## src/rtl/nacc_pkg.sv

```systemverilog
package nacc_pkg;
  localparam int SUM_W = 8;
  localparam int NIB_W = 4;

  typedef logic [SUM_W-1:0] sum_t;
  typedef logic [NIB_W-1:0] nib_t;

  // Modulo-2^SUM_W add of a zero-extended nibble.
  function automatic sum_t wrap_add(input sum_t acc, input nib_t addend);
    logic [SUM_W:0] wide;
    wide = {1'b0, acc} + {{(SUM_W+1-NIB_W){1'b0}}, addend};
    return wide[SUM_W-1:0];
  endfunction

  // Pick the upper or lower half of the total for display.
  function automatic nib_t half_pick(input sum_t acc, input logic upper);
    return upper ? acc[SUM_W-1 -: NIB_W] : acc[NIB_W-1:0];
  endfunction
endpackage

```

## src/rtl/nacc_tick.sv

```systemverilog
module nacc_tick #(
  parameter int DIV = 1200000
) (
  input  logic clk,
  output logic tick
);
  localparam int CW = (DIV > 1) ? $clog2(DIV) : 1;
  localparam logic [CW-1:0] LAST = CW'(DIV - 1);

  logic [CW-1:0] cnt_q = '0;

  assign tick = (cnt_q == LAST);

  always_ff @(posedge clk) begin
    if (tick) cnt_q <= '0;
    else      cnt_q <= cnt_q + 1'b1;
  end
endmodule

```

## src/rtl/nacc_press.sv

```systemverilog
module nacc_press (
  input  logic clk,
  input  logic tick,
  input  logic btn,
  output logic prev_q,
  output logic accept
);
  logic prev_r = 1'b0;

  assign prev_q = prev_r;
  assign accept = tick & btn & ~prev_r;

  // Reloaded on every tick, whether or not clear is held.
  always_ff @(posedge clk) begin
    if (tick) prev_r <= btn;
  end
endmodule

```

## src/rtl/nacc_sum.sv

```systemverilog
module nacc_sum
  import nacc_pkg::*;
(
  input  logic clk,
  input  logic tick,
  input  logic clr,
  input  logic accept,
  input  nib_t din,
  output sum_t sum_q
);
  sum_t acc_r = '0;

  assign sum_q = acc_r;

  always_ff @(posedge clk) begin
    if (tick) begin
      if (clr)         acc_r <= '0;
      else if (accept) acc_r <= wrap_add(acc_r, din);
    end
  end
endmodule

```

## src/rtl/nacc_disp.sv

```systemverilog
module nacc_disp
  import nacc_pkg::*;
(
  input  sum_t sum_q,
  input  logic upper,
  output nib_t led
);
  assign led = half_pick(sum_q, upper);
endmodule

```

## src/rtl/nibble_accum.sv

```systemverilog
module nibble_accum
  import nacc_pkg::*;
#(
  parameter int TICK_DIV = 1200000
) (
  input  logic             clk,
  input  logic [NIB_W-1:0] din,
  input  logic             btn_clr,
  input  logic             btn_add,
  input  logic             show_hi,
  output logic [NIB_W-1:0] led
);
  logic tick;
  logic add_prev;
  logic add_accept;
  sum_t total;

  nacc_tick #(.DIV(TICK_DIV)) u_tick (
    .clk  (clk),
    .tick (tick)
  );

  nacc_press u_press (
    .clk    (clk),
    .tick   (tick),
    .btn    (btn_add),
    .prev_q (add_prev),
    .accept (add_accept)
  );

  nacc_sum u_sum (
    .clk    (clk),
    .tick   (tick),
    .clr    (btn_clr),
    .accept (add_accept),
    .din    (din),
    .sum_q  (total)
  );

  nacc_disp u_disp (
    .sum_q (total),
    .upper (show_hi),
    .led   (led)
  );
endmodule

```

## config.mk

```make
export PLATFORM = sky130hd
export DESIGN_NAME = nibble_accum
export DESIGN_NICKNAME = d
export VERILOG_FILES = /design/src/rtl/nacc_pkg.sv /design/src/rtl/nacc_tick.sv /design/src/rtl/nacc_press.sv /design/src/rtl/nacc_sum.sv /design/src/rtl/nacc_disp.sv /design/src/rtl/nibble_accum.sv
export SDC_FILE = /design/constraint.sdc
export NUM_CORES = 1
export LEC_CHECK = 0
export BUFFER_PORTS_ARGS = -buffer_cell sky130_fd_sc_hd__buf_2
export CAP_MARGIN = 20
export CORE_AREA = 2 2 58 60
export CTS_CLUSTER_SIZE = 14
export DETAILED_ROUTE_END_ITERATION = 12
export DIE_AREA = 0 0 60 62
export PLACE_DENSITY_LB_ADDON = 0.1
export RECOVER_POWER = 100
export SYNTH_ARGS = -nofsm -noshare
export SYNTH_HDL_FRONTEND = slang
export SYNTH_SLANG_ARGS = --single-unit
export TNS_END_PERCENT = 50
```

## constraint.sdc

```tcl
create_clock -name clk -period 2.8 [get_ports clk]
set_input_delay 0.14 -clock clk [delete_from_list [all_inputs] [get_ports clk]]
set_output_delay 0.14 -clock clk [all_outputs]
set_load 0.01 [all_outputs]
```

==> run metrics, run 1 <==
run status=complete, no violations; 1st-iter DRT viols=42; number of placed I/O pins=12; CP endpoint kind=flip-flop; synthesized area=1510 um2; worst slew pin tran=between 0.6 and 0.7 ns; gpl congestion=0.741; crit start category=flip-flop; remaining antenna violation count after routing=0; share of flip-flops with an asynchronous set or reset=0%; sequential cell area fraction in the yosys report=45.8%; setup TNS=0 ns; footprint of the multi-input gates=778 um2; Leak Pwr=slightly above 0.6 nW; cells along the critical path=nand2_1 -> or4_1 -> nor4_1 -> clkbuf_1; Max-slew headroom=56.0%; peak per-stage delay on the critical path=0.56 ns; Critical-path top delay cell=clkbuf_1; placed insts=around 200; total core area=3180 um2; CTS Buf Count=5; GR Overflow Total=0; Final Hold Violating Endpoints=0; maxcap violations=0; worst vdd ir=0.231 mV; vias in the first global route=1,083; utilization after layout=52.0%; clock-pin slew on the worst setup and hold paths=0.09 ns; fin crit share=81.1%; fin crit period=2.27 ns; global-route wire length before repair=4610 um; area grow syn2layout=9.62%; Worst Path Buf+Inv=1; GRT Total Usage=between 15 and 20%; Pre-antenna DRT Iters=4; Die Y=62 um; Synth top area share=27.9%; CP max FO=13; RSZ-0062 raised after global routing=false; Crit path arrival time=2.24 ns; nets=roughly 180; largest net degree at the start of global routing=14; initial core utilization=47.5%; die area=3720 um2; Seq. cell area=691 um2; Port Buffers=11; #FFs+latches synth=30; dominant delay contributor by cell family on the critical path=simple AND/OR/NAND/NOR gates; Cells after Synth=147; CTS Sinks=30; # fillers=between 300 and 400; Synth Net Count=161; CTS HTree Levels=2; Vias/cell=5.28; row count=21; die width=roughly 60 um; initial antenna violation count=0; clock skew=0.00955 ns; clock latency at the later pin of the worst-skew pair=0.33 ns; final wirelength=about 2800 um; number of synthesized flops with an enable pin=9; P per Cell Area=450 nW/um2; Fmax achieved=between 400 and 500 MHz; Min-Delay Path Class=input port to flip-flop; Netlist cell types=36; hold slack=0.205 ns; Clock Root Buffer=clkbuf_4; top cell type by total area after synthesis=dfxtp_1; R2R setup slack=0.53 ns; number of endpoints failing setup at the final stage=0; Slew Limit Fails=0; post-cts resize count=0; critical path class=flip-flop to flip-flop; antenna cell count=0; drt drc=0; layout cells sized above 1=13.3%; Non-Filler Instances=212; top_reg_cell synth=dfxtp_1; per-cell routed wire length=13.1 um; Crit path required time=2.77 ns; ranking of synthesized cells by area=dfxtp_1 (28%), edfxtp_1 (18%), xnor2_1 (5.2%), xor2_1 (5.2%), mux2_2 (4.5%); CTS max path bufs=2; Final HPWL DP=roughly 2000 um; CTS tree=yes; Syn. warnings=0; routed via count=about 1,100; Mean Syn Cell Area=10.3 um2
-- placed cells by master (no fill, tap or decap), types with 2 or more instances in the layout --
cell type / instances
a211oi_1: 2
a21o_1: 2
a21oi_1: 4
and3_1: 2
and4_1: 3
buf_2: 7
clkbuf_1: 6
clkbuf_4: 5
dfxtp_1: 21
edfxtp_1: 9
ha_1: 5
mux2_2: 5
nand2_1: 9
nand3_1: 9
nand4_1: 5
nor2_1: 17
nor2b_1: 6
nor3_1: 5
nor4_1: 4
o21ai_0: 4
or3_1: 2
or4_1: 2
xnor2_1: 9
xor2_1: 9
-- report_power, final --
part	switching (W)	internal, W
Clock	0.000145	0.000122
Combinational	0.0000158	0.0000163
Sequential	0	0.000446
Total	0.000161	0.000584
-- registers in the layout, indices dropped and copies added (netlist names) --
name / count
u_tick.cnt_q: 21
u_sum.sum_q: 8
u_press.prev_q: 1
-- cells in the mapped netlist, drive strengths merged, types with 2 or more instances --
cell type  number
a211oi          2
a21o            2
a21oi           5
and3            2
and4            3
dfxtp          21
edfxtp          9
ha              5
mux2            6
nand2           9
nand3          10
nand4           5
nor2           17
nor2b           6
nor3            5
nor4            4
o21ai           4
or3             2
or4             3
xnor2           9
xor2            9
-- worst paths after layout --
check | startpoint | to | depth (start not counted)
hold / removal | btn_clr | u_sum.sum_q[0]$_SDFFCE_PP0P_ | 2
setup / recovery | u_tick.cnt_q[14]$_SDFF_PN0_ | u_press.prev_q$_DFFE_PN_ | 4
hold reg to reg | u_tick.cnt_q[0]$_SDFF_PN0_ | u_tick.cnt_q[0]$_SDFF_PN0_ | 1
setup reg to reg | u_tick.cnt_q[14]$_SDFF_PN0_ | u_press.prev_q$_DFFE_PN_ | 4
-- layout make-up --
class | count | area share [%]
clock inverters | 1 | 0.303
flip-flops and latches | 30 | 41.8
clock buffers | 7 | 3.33
repair buffers | 13 | 3.86
well taps | 46 | 3.48
inverters | 1 | 0.227
multi-input cells | 114 | 47.0
-- worst register-to-register path, delay by kind of cell, from the launching register on --
family	cells	cell delay, ns
buf+inv	1	0.56
flops	1	0.43
simple gates	3	0.93
-- cells by family after synthesis --
| family | Yosys count | share of synthesized area [%] |
|---|---|---|
| mux | 7 | 5.14 |
| compound gates | 16 | 6.80 |
| buf+inv | 3 | 1.24 |
| flops | 30 | 45.8 |
| simple gates | 67 | 25.1 |
| xor+xnor | 18 | 10.4 |
| fa+ha+maj | 6 | 5.47 |
-- stage by stage --
step	area [um2]	setup WS, ns	power (W)
final	1650	0.529	0.000745
after global routing	1650	0.326	0.000781
after CTS	1680	0.783	0.000755
after detailed placement	1610	0.792	0.000488
after global placement	1610	0.839	0.000488
after floorplan	1510	0.812	0.000477
-- routing by layer --
layer  part of all wire [%]  GRT usage (%)  up-vias  wire (um)
met1                     49           20.0      520       1370
met4                    1.8           7.62        0         51
met2                     45           28.6       20       1250
li1                       -              -      575          -
met3                    3.9           5.59        5        108
met5                      0              0        -          0
-- what timing repair did --
action / in CTS / in global routing
hold buffers: 1 / 0
setup buffers: 0 / 0
hold endpoints to repair: 1 / 0
(Power assumes the default switching activity.)
==> inputs of run 2 (changes only) <==
==> constraint.sdc (replaced) <==
create_clock -name clk -period 2.2 [get_ports clk]
set_input_delay 0.11 -clock clk [delete_from_list [all_inputs] [get_ports clk]]
set_output_delay 0.11 -clock clk [all_outputs]
set_load 0.01 [all_outputs]
==> run 2 against run 1 <==
Net effect: die area unchanged; first-iteration DRC count up 71%; final area up 0.76%; register-to-register slack worse by 0.39 ns; combinational power up 30%; clock skew down 0.0055 ns; sequential power up 27%; wire length up 4.3%; via count down 1.2%; utilization up 0.39 points; hold slack worse by 0.026 ns; critical path type unchanged.
==> run metrics, run 2 (synthesis results as in run 1) <==
run status=complete, no violations (unchanged); initial core utilization=47.5% (unchanged); CTS Buf Count=5 (unchanged); total core area=3180 um2 (unchanged); routed via count=1,107 (was 1,120); P per Cell Area=564 nW/um2 (was 450 nW/um2); Vias/cell=5.20 (was 5.28); Port Buffers=11 (unchanged); r2r startpoint=u_sum.sum_q[1]$_SDFFCE_PP0P_ (was u_tick.cnt_q[14]$_SDFF_PN0_); worst vdd ir=0.297 mV (was 0.231 mV); Die Y=62 um (unchanged); post-route cell area=1670 um2 (was 1650 um2); final wirelength=2890 um (was 2770 um); critical path class=flip-flop to flip-flop (unchanged); # fillers=313 (was 306); number of placed I/O pins=12 (unchanged); Gate power share=4.4% (was 4.3%); remaining antenna violation count after routing=0 (unchanged); Seq. cell area=691 um2 (unchanged); Pre-antenna DRT Iters=4 (unchanged); CTS tree=yes (unchanged); Final HPWL DP=2140 um (was 2010 um); layout cells sized above 1=13.2% (was 13.3%); die area=3720 um2 (unchanged); Biggest register=u_tick.cnt_q (unchanged); antenna cell count=0 (unchanged); number of endpoints failing setup at the final stage=0 (unchanged); cells along the critical path=ha_1 -> a211oi_1 -> nor2_1 -> o21ai_0 -> mux2_2 (was nand2_1 -> or4_1 -> nor4_1 -> clkbuf_1); most common cell after layout, fill and taps aside=dfxtp_1 (unchanged); CTS Sinks=30 (unchanged); fin crit period=2.06 ns (was 2.27 ns); maxcap violations=0 (unchanged); Worst Path Buf+Inv=0 (was 1); peak per-stage delay on the critical path=0.46 ns (was 0.56 ns); row count=21 (unchanged); post-cts resize count=0 (unchanged); GR Overflow Total=0 (unchanged); drt drc=0 (unchanged); fin crit share=93.7% (was 81.1%); Critical-path top delay cell=edfxtp_1 (was clkbuf_1); dominant delay contributor by cell family on the critical path=compound AO/OA/AOI/OAI gates (was simple AND/OR/NAND/NOR gates); Net Switching=0.000202 W (was 0.000161 W); die width=60 um (unchanged); setup TNS=0 ns (unchanged); crit start category=flip-flop (unchanged); clock-pin slew on the worst setup and hold paths=0.09 ns (about the same); Crit path arrival time=2.14 ns (was 2.24 ns); Leak Pwr=0.630 nW (was 0.617 nW); CTS HTree Levels=2 (unchanged); Clock Root Buffer=clkbuf_4 (unchanged); area grow syn2layout=10.4% (was 9.62%); initial antenna violation count=0 (unchanged); CTS max path bufs=2 (unchanged); footprint of the multi-input gates=785 um2 (was 778 um2); most frequent cells in the layout=dfxtp_1 (21), nor2_1 (17), nand3_1 (10) (was dfxtp_1 (21), nor2_1 (17)); largest net degree at the start of global routing=14 (unchanged); CP endpoint kind=flip-flop (unchanged); 1st-iter DRT viols=72 (was 42); CP max FO=3 (was 13); Clock Power Share=35.1% (was 35.8%); Crit path required time=2.27 ns (was 2.77 ns); Min-Delay Path Class=input port to flip-flop (unchanged); worst slew pin tran=0.349 ns (was 0.660 ns); Max-slew headroom=76.7% (was 56.0%); Critical path origin=u_sum.sum_q[1]$_SDFFCE_PP0P_ (was u_tick.cnt_q[14]$_SDFF_PN0_); nets=180 (was 179); clock latency at the later pin of the worst-skew pair=0.32 ns (was 0.33 ns); Hold Crit Start=btn_clr (unchanged); RSZ-0062 raised after global routing=false (unchanged); Pint=0.000737 W (was 0.000584 W); Slew Limit Fails=0 (unchanged); clock skew=0.00406 ns (was 0.00955 ns); Final Hold Violating Endpoints=0 (unchanged); global-route wire length before repair=4770 um (was 4610 um); max FFs per register=21 (unchanged); Flop pwr share=60.5% (was 59.9%); vias in the first global route=1,063 (was 1,083); gpl congestion=0.790 (was 0.741); Fmax achieved=485 MHz (was 440 MHz); DP Area=1620 um2 (was 1610 um2); GRT Total Usage=17.8% (was 17.0%); per-cell routed wire length=13.6 um (was 13.1 um); Net Sw Frac=21.5% (was 21.6%)
run 2: worst paths after layout:
| check | cells past startpoint | to | slack (ns) |
|---|---|---|---|
| worst max-delay path | 5 | u_sum.sum_q[5]$_SDFFCE_PP0P_ | 0.14 |
| worst min-delay path | 2 | u_sum.sum_q[2]$_SDFFCE_PP0P_ | 0.18 |
| worst max register to register | 5 | u_sum.sum_q[5]$_SDFFCE_PP0P_ | 0.14 |
| worst min register to register | 1 | u_tick.cnt_q[0]$_SDFF_PN0_ | 0.47 |
run 2: final cells by class:
type / count / share of cell area, %
multi-input combinational: 114 / 47.1
sequential: 30 / 41.4
timing repair buffer: 14 / 4.28
tap: 46 / 3.45
clock buffer: 6 / 3.08
clock inverter: 2 / 0.450
inverter: 1 / 0.225
run 2: through the flow:
stage               hold WS [ns]  instances  utilization (%)  setup slack (ns)  power (W)
floorplan                  0.209        147                -             0.212   0.000607
finish                     0.179        213             52.4             0.139   0.000939
global placement           0.306        204             51.0             0.227   0.000620
detailed placement         0.308        204             51.0             0.131   0.000622
CTS                        0.173        213             53.2             0.108   0.000957
global route               0.161        213             52.4           0.00592   0.000986
run 2: timing repair:
item                                   CTS  global route
setup buffers                            0             0
endpoints found under the hold margin    1             0
hold buffers                             1             0
run 2: routing by layer:
layer | GRT usage, % | part of all wire, % | vias up
li1 | - | - | 572
met2 | 29.7 | 47 | 22
met5 | 0 | 0 | -
met1 | 21.3 | 47 | 508
met4 | 7.62 | 1.6 | 0
met3 | 5.59 | 3.9 | 5
run 2: power groups by stage:
stage | sequential (W) | clock (W) | combinational [W]
after global routing | 0.000568 | 0.000371 | 0.0000467
after global placement | 0.000581 | 0 | 0.0000393
after CTS | 0.000568 | 0.000346 | 0.0000429
final | 0.000568 | 0.000330 | 0.0000416
after detailed placement | 0.000581 | 0 | 0.0000409
after floorplan | 0.000581 | 0 | 0.0000258
==> inputs of run 3 (changes only) <==
--- a/config.mk
+++ b/config.mk
@@ -5,12 +5,13 @@
 export SDC_FILE = /design/constraint.sdc
 export NUM_CORES = 1
 export LEC_CHECK = 0
+export ABC_AREA = 1
 export BUFFER_PORTS_ARGS = -buffer_cell sky130_fd_sc_hd__buf_2
 export CAP_MARGIN = 20
-export CORE_AREA = 2 2 58 60
+export CORE_AREA = 2 2 62 64
 export CTS_CLUSTER_SIZE = 14
 export DETAILED_ROUTE_END_ITERATION = 12
-export DIE_AREA = 0 0 60 62
+export DIE_AREA = 0 0 64 66
 export PLACE_DENSITY_LB_ADDON = 0.1
 export RECOVER_POWER = 100
 export SYNTH_ARGS = -nofsm -noshare
==> run 3 against run 2 <==
Net effect: final area rose by 10%; synthesized cell count rose by 53%; first-iteration DRC count rose by 5.6%; flip-flop and latch count did not move; critical path type unchanged; critical endpoint unchanged; highest routed layer unchanged.
==> run metrics, run 3 <==
Setup Buffers After CTS=0 (unchanged); post-cts resize count=0 (unchanged); Mean Syn Cell Area=7.62 um2 (was 10.3 um2); vias in the first global route=1,350 (was 1,063); Pre-antenna DRT Iters=4 (unchanged); DP Area=1840 um2 (was 1620 um2); most frequent cell after synthesis=nand2_1 (was dfxtp_1); Final HPWL DP=2770 um (was 2140 um); Fmax achieved=538 MHz (was 485 MHz); antenna cell count=0 (unchanged); ranking of synthesized cells by area=dfxtp_1 (25%), edfxtp_1 (16%), nand2_1 (9.4%), nor2_1 (8.3%), inv_1 (6.4%) (was dfxtp_1 (28%), edfxtp_1 (18%), xnor2_1 (5.2%), xor2_1 (5.2%), mux2_2 (4.5%)); gpl congestion=0.868 (was 0.790); number of placed I/O pins=12 (unchanged); Vias/cell=5.02 (was 5.20); Synth Net Count=239 (was 161); Max-slew headroom=65.1% (was 76.7%); Clock Root Buffer=clkbuf_4 (unchanged); grt met2 use=33.3% (was 29.7%); Biggest register=u_tick.cnt_q (unchanged); share of flip-flops with an asynchronous set or reset=0% (unchanged); CTS Buf Count=5 (unchanged); synthesized area=1710 um2 (was 1510 um2); remaining antenna violation count after routing=0 (unchanged); Crit path arrival time=1.89 ns (was 2.14 ns); initial core utilization=48.3% (was 47.5%); Min-Delay Path Class=input port to flip-flop (unchanged); clock latency at the later pin of the worst-skew pair=0.33 ns (was 0.32 ns); overall power=0.00102 W (was 0.000939 W); #FFs+latches synth=30 (unchanged); top_reg_cell synth=dfxtp_1 (unchanged); die area=4220 um2 (was 3720 um2); most frequent cells in the layout=nand2_1 (45), nor2_1 (43), inv_1 (29), dfxtp_1 (21), nand3_1 (12) (was dfxtp_1 (21), nor2_1 (17), nand3_1 (10)); CTS tree=yes (unchanged); Leak Pwr=0.636 nW (was 0.630 nW); Syn. warnings=0 (unchanged); GR Overflow Total=0 (unchanged); Slew Limit Fails=0 (unchanged); routed via count=1,477 (was 1,107); per-cell routed wire length=12.1 um (was 13.6 um); worst vdd ir=0.336 mV (was 0.297 mV); met1 Use GR=21.5% (was 21.3%); # fillers=362 (was 313); Synth top area share=24.5% (was 27.9%); global-route wire length before repair=5940 um (was 4770 um); post-route cell area=1840 um2 (was 1670 um2); sequential cell area fraction in the yosys report=40.3% (was 45.8%); CP endpoint kind=flip-flop (unchanged); max FFs per register=21 (unchanged); CP max FO=8 (was 3); Final Hold Violating Endpoints=0 (unchanged); largest net degree at the start of global routing=10 (was 14); clock-pin slew on the worst setup and hold paths=0.09 ns (about the same); die width=64 um (was 60 um); worst slew pin tran=0.521 ns (was 0.349 ns); final wirelength=3560 um (was 2890 um); Netlist cell types=27 (was 36); Post-synth top cells=nand2_1 (43), nor2_1 (38), inv_1 (29), dfxtp_1 (21) (was dfxtp_1 (21), nor2_1 (17)); total core area=3550 um2 (was 3180 um2); crit start category=flip-flop (unchanged); CTS HTree Levels=2 (unchanged); fin crit period=1.86 ns (was 2.06 ns); CTS Sinks=30 (unchanged); setup TNS=0 ns (unchanged); area grow syn2layout=7.37% (was 10.4%); nets=259 (was 180); Crit path required time=2.23 ns (was 2.27 ns); Non-Filler Instances=294 (was 213); maxcap violations=0 (unchanged); GRT Total Usage=18.7% (was 17.8%); row count=22 (was 21); Die Y=66 um (was 62 um); clock skew=0.00908 ns (was 0.00406 ns); drt drc=0 (unchanged); P per Cell Area=553 nW/um2 (was 564 nW/um2); Port Buffers=11 (unchanged); initial antenna violation count=0 (unchanged); Cells after Synth=225 (was 147); layout cells sized above 1=9.35% (was 13.2%); number of endpoints failing setup at the final stage=0 (unchanged); 1st-iter DRT viols=76 (was 72); hold slack=0.0953 ns (was 0.179 ns); top cell type by total area after synthesis=dfxtp_1 (unchanged); run status=complete, no violations (unchanged); critical path class=flip-flop to flip-flop (unchanged); GR peak layer=met2 (unchanged); CTS max path bufs=2 (unchanged); M3 GR Usage=4.60% (was 5.59%); most common cell after layout, fill and taps aside=nand2_1 (was dfxtp_1); number of synthesized flops with an enable pin=9 (unchanged); placed insts=285 (was 204); RSZ-0062 raised after global routing=false (unchanged); fin crit share=84.5% (was 93.7%)
==> run 3: cell type report <==
class                           count  area, um2  area share (%)
Multi-Input combinational cell    164        860            46.7
Sequential cell                    30        691            37.5
Timing Repair Buffer               13       63.8            3.47
Clock buffer                        6       41.3            2.24
Inverter                           31        116            6.32
Clock inverter                      2       8.76           0.476
Tap cell                           48       60.1            3.26
==> run 3: per-stage QoR <==
stage               util, %  setup slack, ns
floorplan                 -            0.310
global placement       51.7            0.432
detailed placement     51.7            0.375
CTS                    53.4            0.363
global route           51.8            0.152
finish                 51.8            0.340
==> run 3: kinds of logic (layout without fill, tap and decap cells) <==
logic type | Yosys count | count (layout) | share of synthesized area (%)
xor gates and xnor gates | 11 | 11 | 5.62
DFF | 30 | 30 | 40.3
adders and majority gates | 6 | 6 | 4.82
AOI/OAI and AO/OA | 20 | 20 | 6.13
buffers and inverters | 31 | 52 | 6.79
muxes | 1 | 1 | 0.657
and+or+nand+nor | 126 | 126 | 35.7
==> run 3: metal layers <==
metal,share of wire [%],routed length [um],vias to the layer above
met2,48,1720,39
met4,1.6,57,0
met3,5.3,187,5
li1,-,-,770
met1,45,1600,663
met5,0,0,-
==> run 3: critical path: stages, from the launching register on <==
cell and delay [ns]:
dfxtp_1 0.38, ha_1 0.21, inv_1 0.08, nor2_4 0.18
nand2_1 0.07, nor2_1 0.15, nand3b_2 0.14, nor2_1 0.11
clkbuf_2 0.23
==> run 3: what timing repair did <==
action                     CTS  global route
setup endpoints to repair    0             0
hold buffers                 1             0
hold endpoints to repair     1             0
==> run 3: power by group <==
part	switching, W	leakage [nW]	total, W	internal [W]
combinational	0.0000649	0.344	0.000109	0.0000445
sequential	0.0000136	0.262	0.000604	0.000590
clock	0.000186	0.0297	0.000306	0.000120
==> run 3: path summary, 6_finish.rpt <==
kind                                                  from                           end  slack [ns]  cells after the start
worst min register to register  u_tick.cnt_q[0]$_SDFF_PN0_    u_tick.cnt_q[0]$_SDFF_PN0_        0.47                      1
worst max-delay path            u_tick.cnt_q[0]$_SDFF_PN0_  u_sum.sum_q[5]$_SDFFCE_PP0P_        0.34                      8
worst max register to register  u_tick.cnt_q[0]$_SDFF_PN0_  u_sum.sum_q[5]$_SDFFCE_PP0P_        0.34                      8
worst min-delay path                               btn_clr  u_sum.sum_q[0]$_SDFFCE_PP0P_         0.1                      2
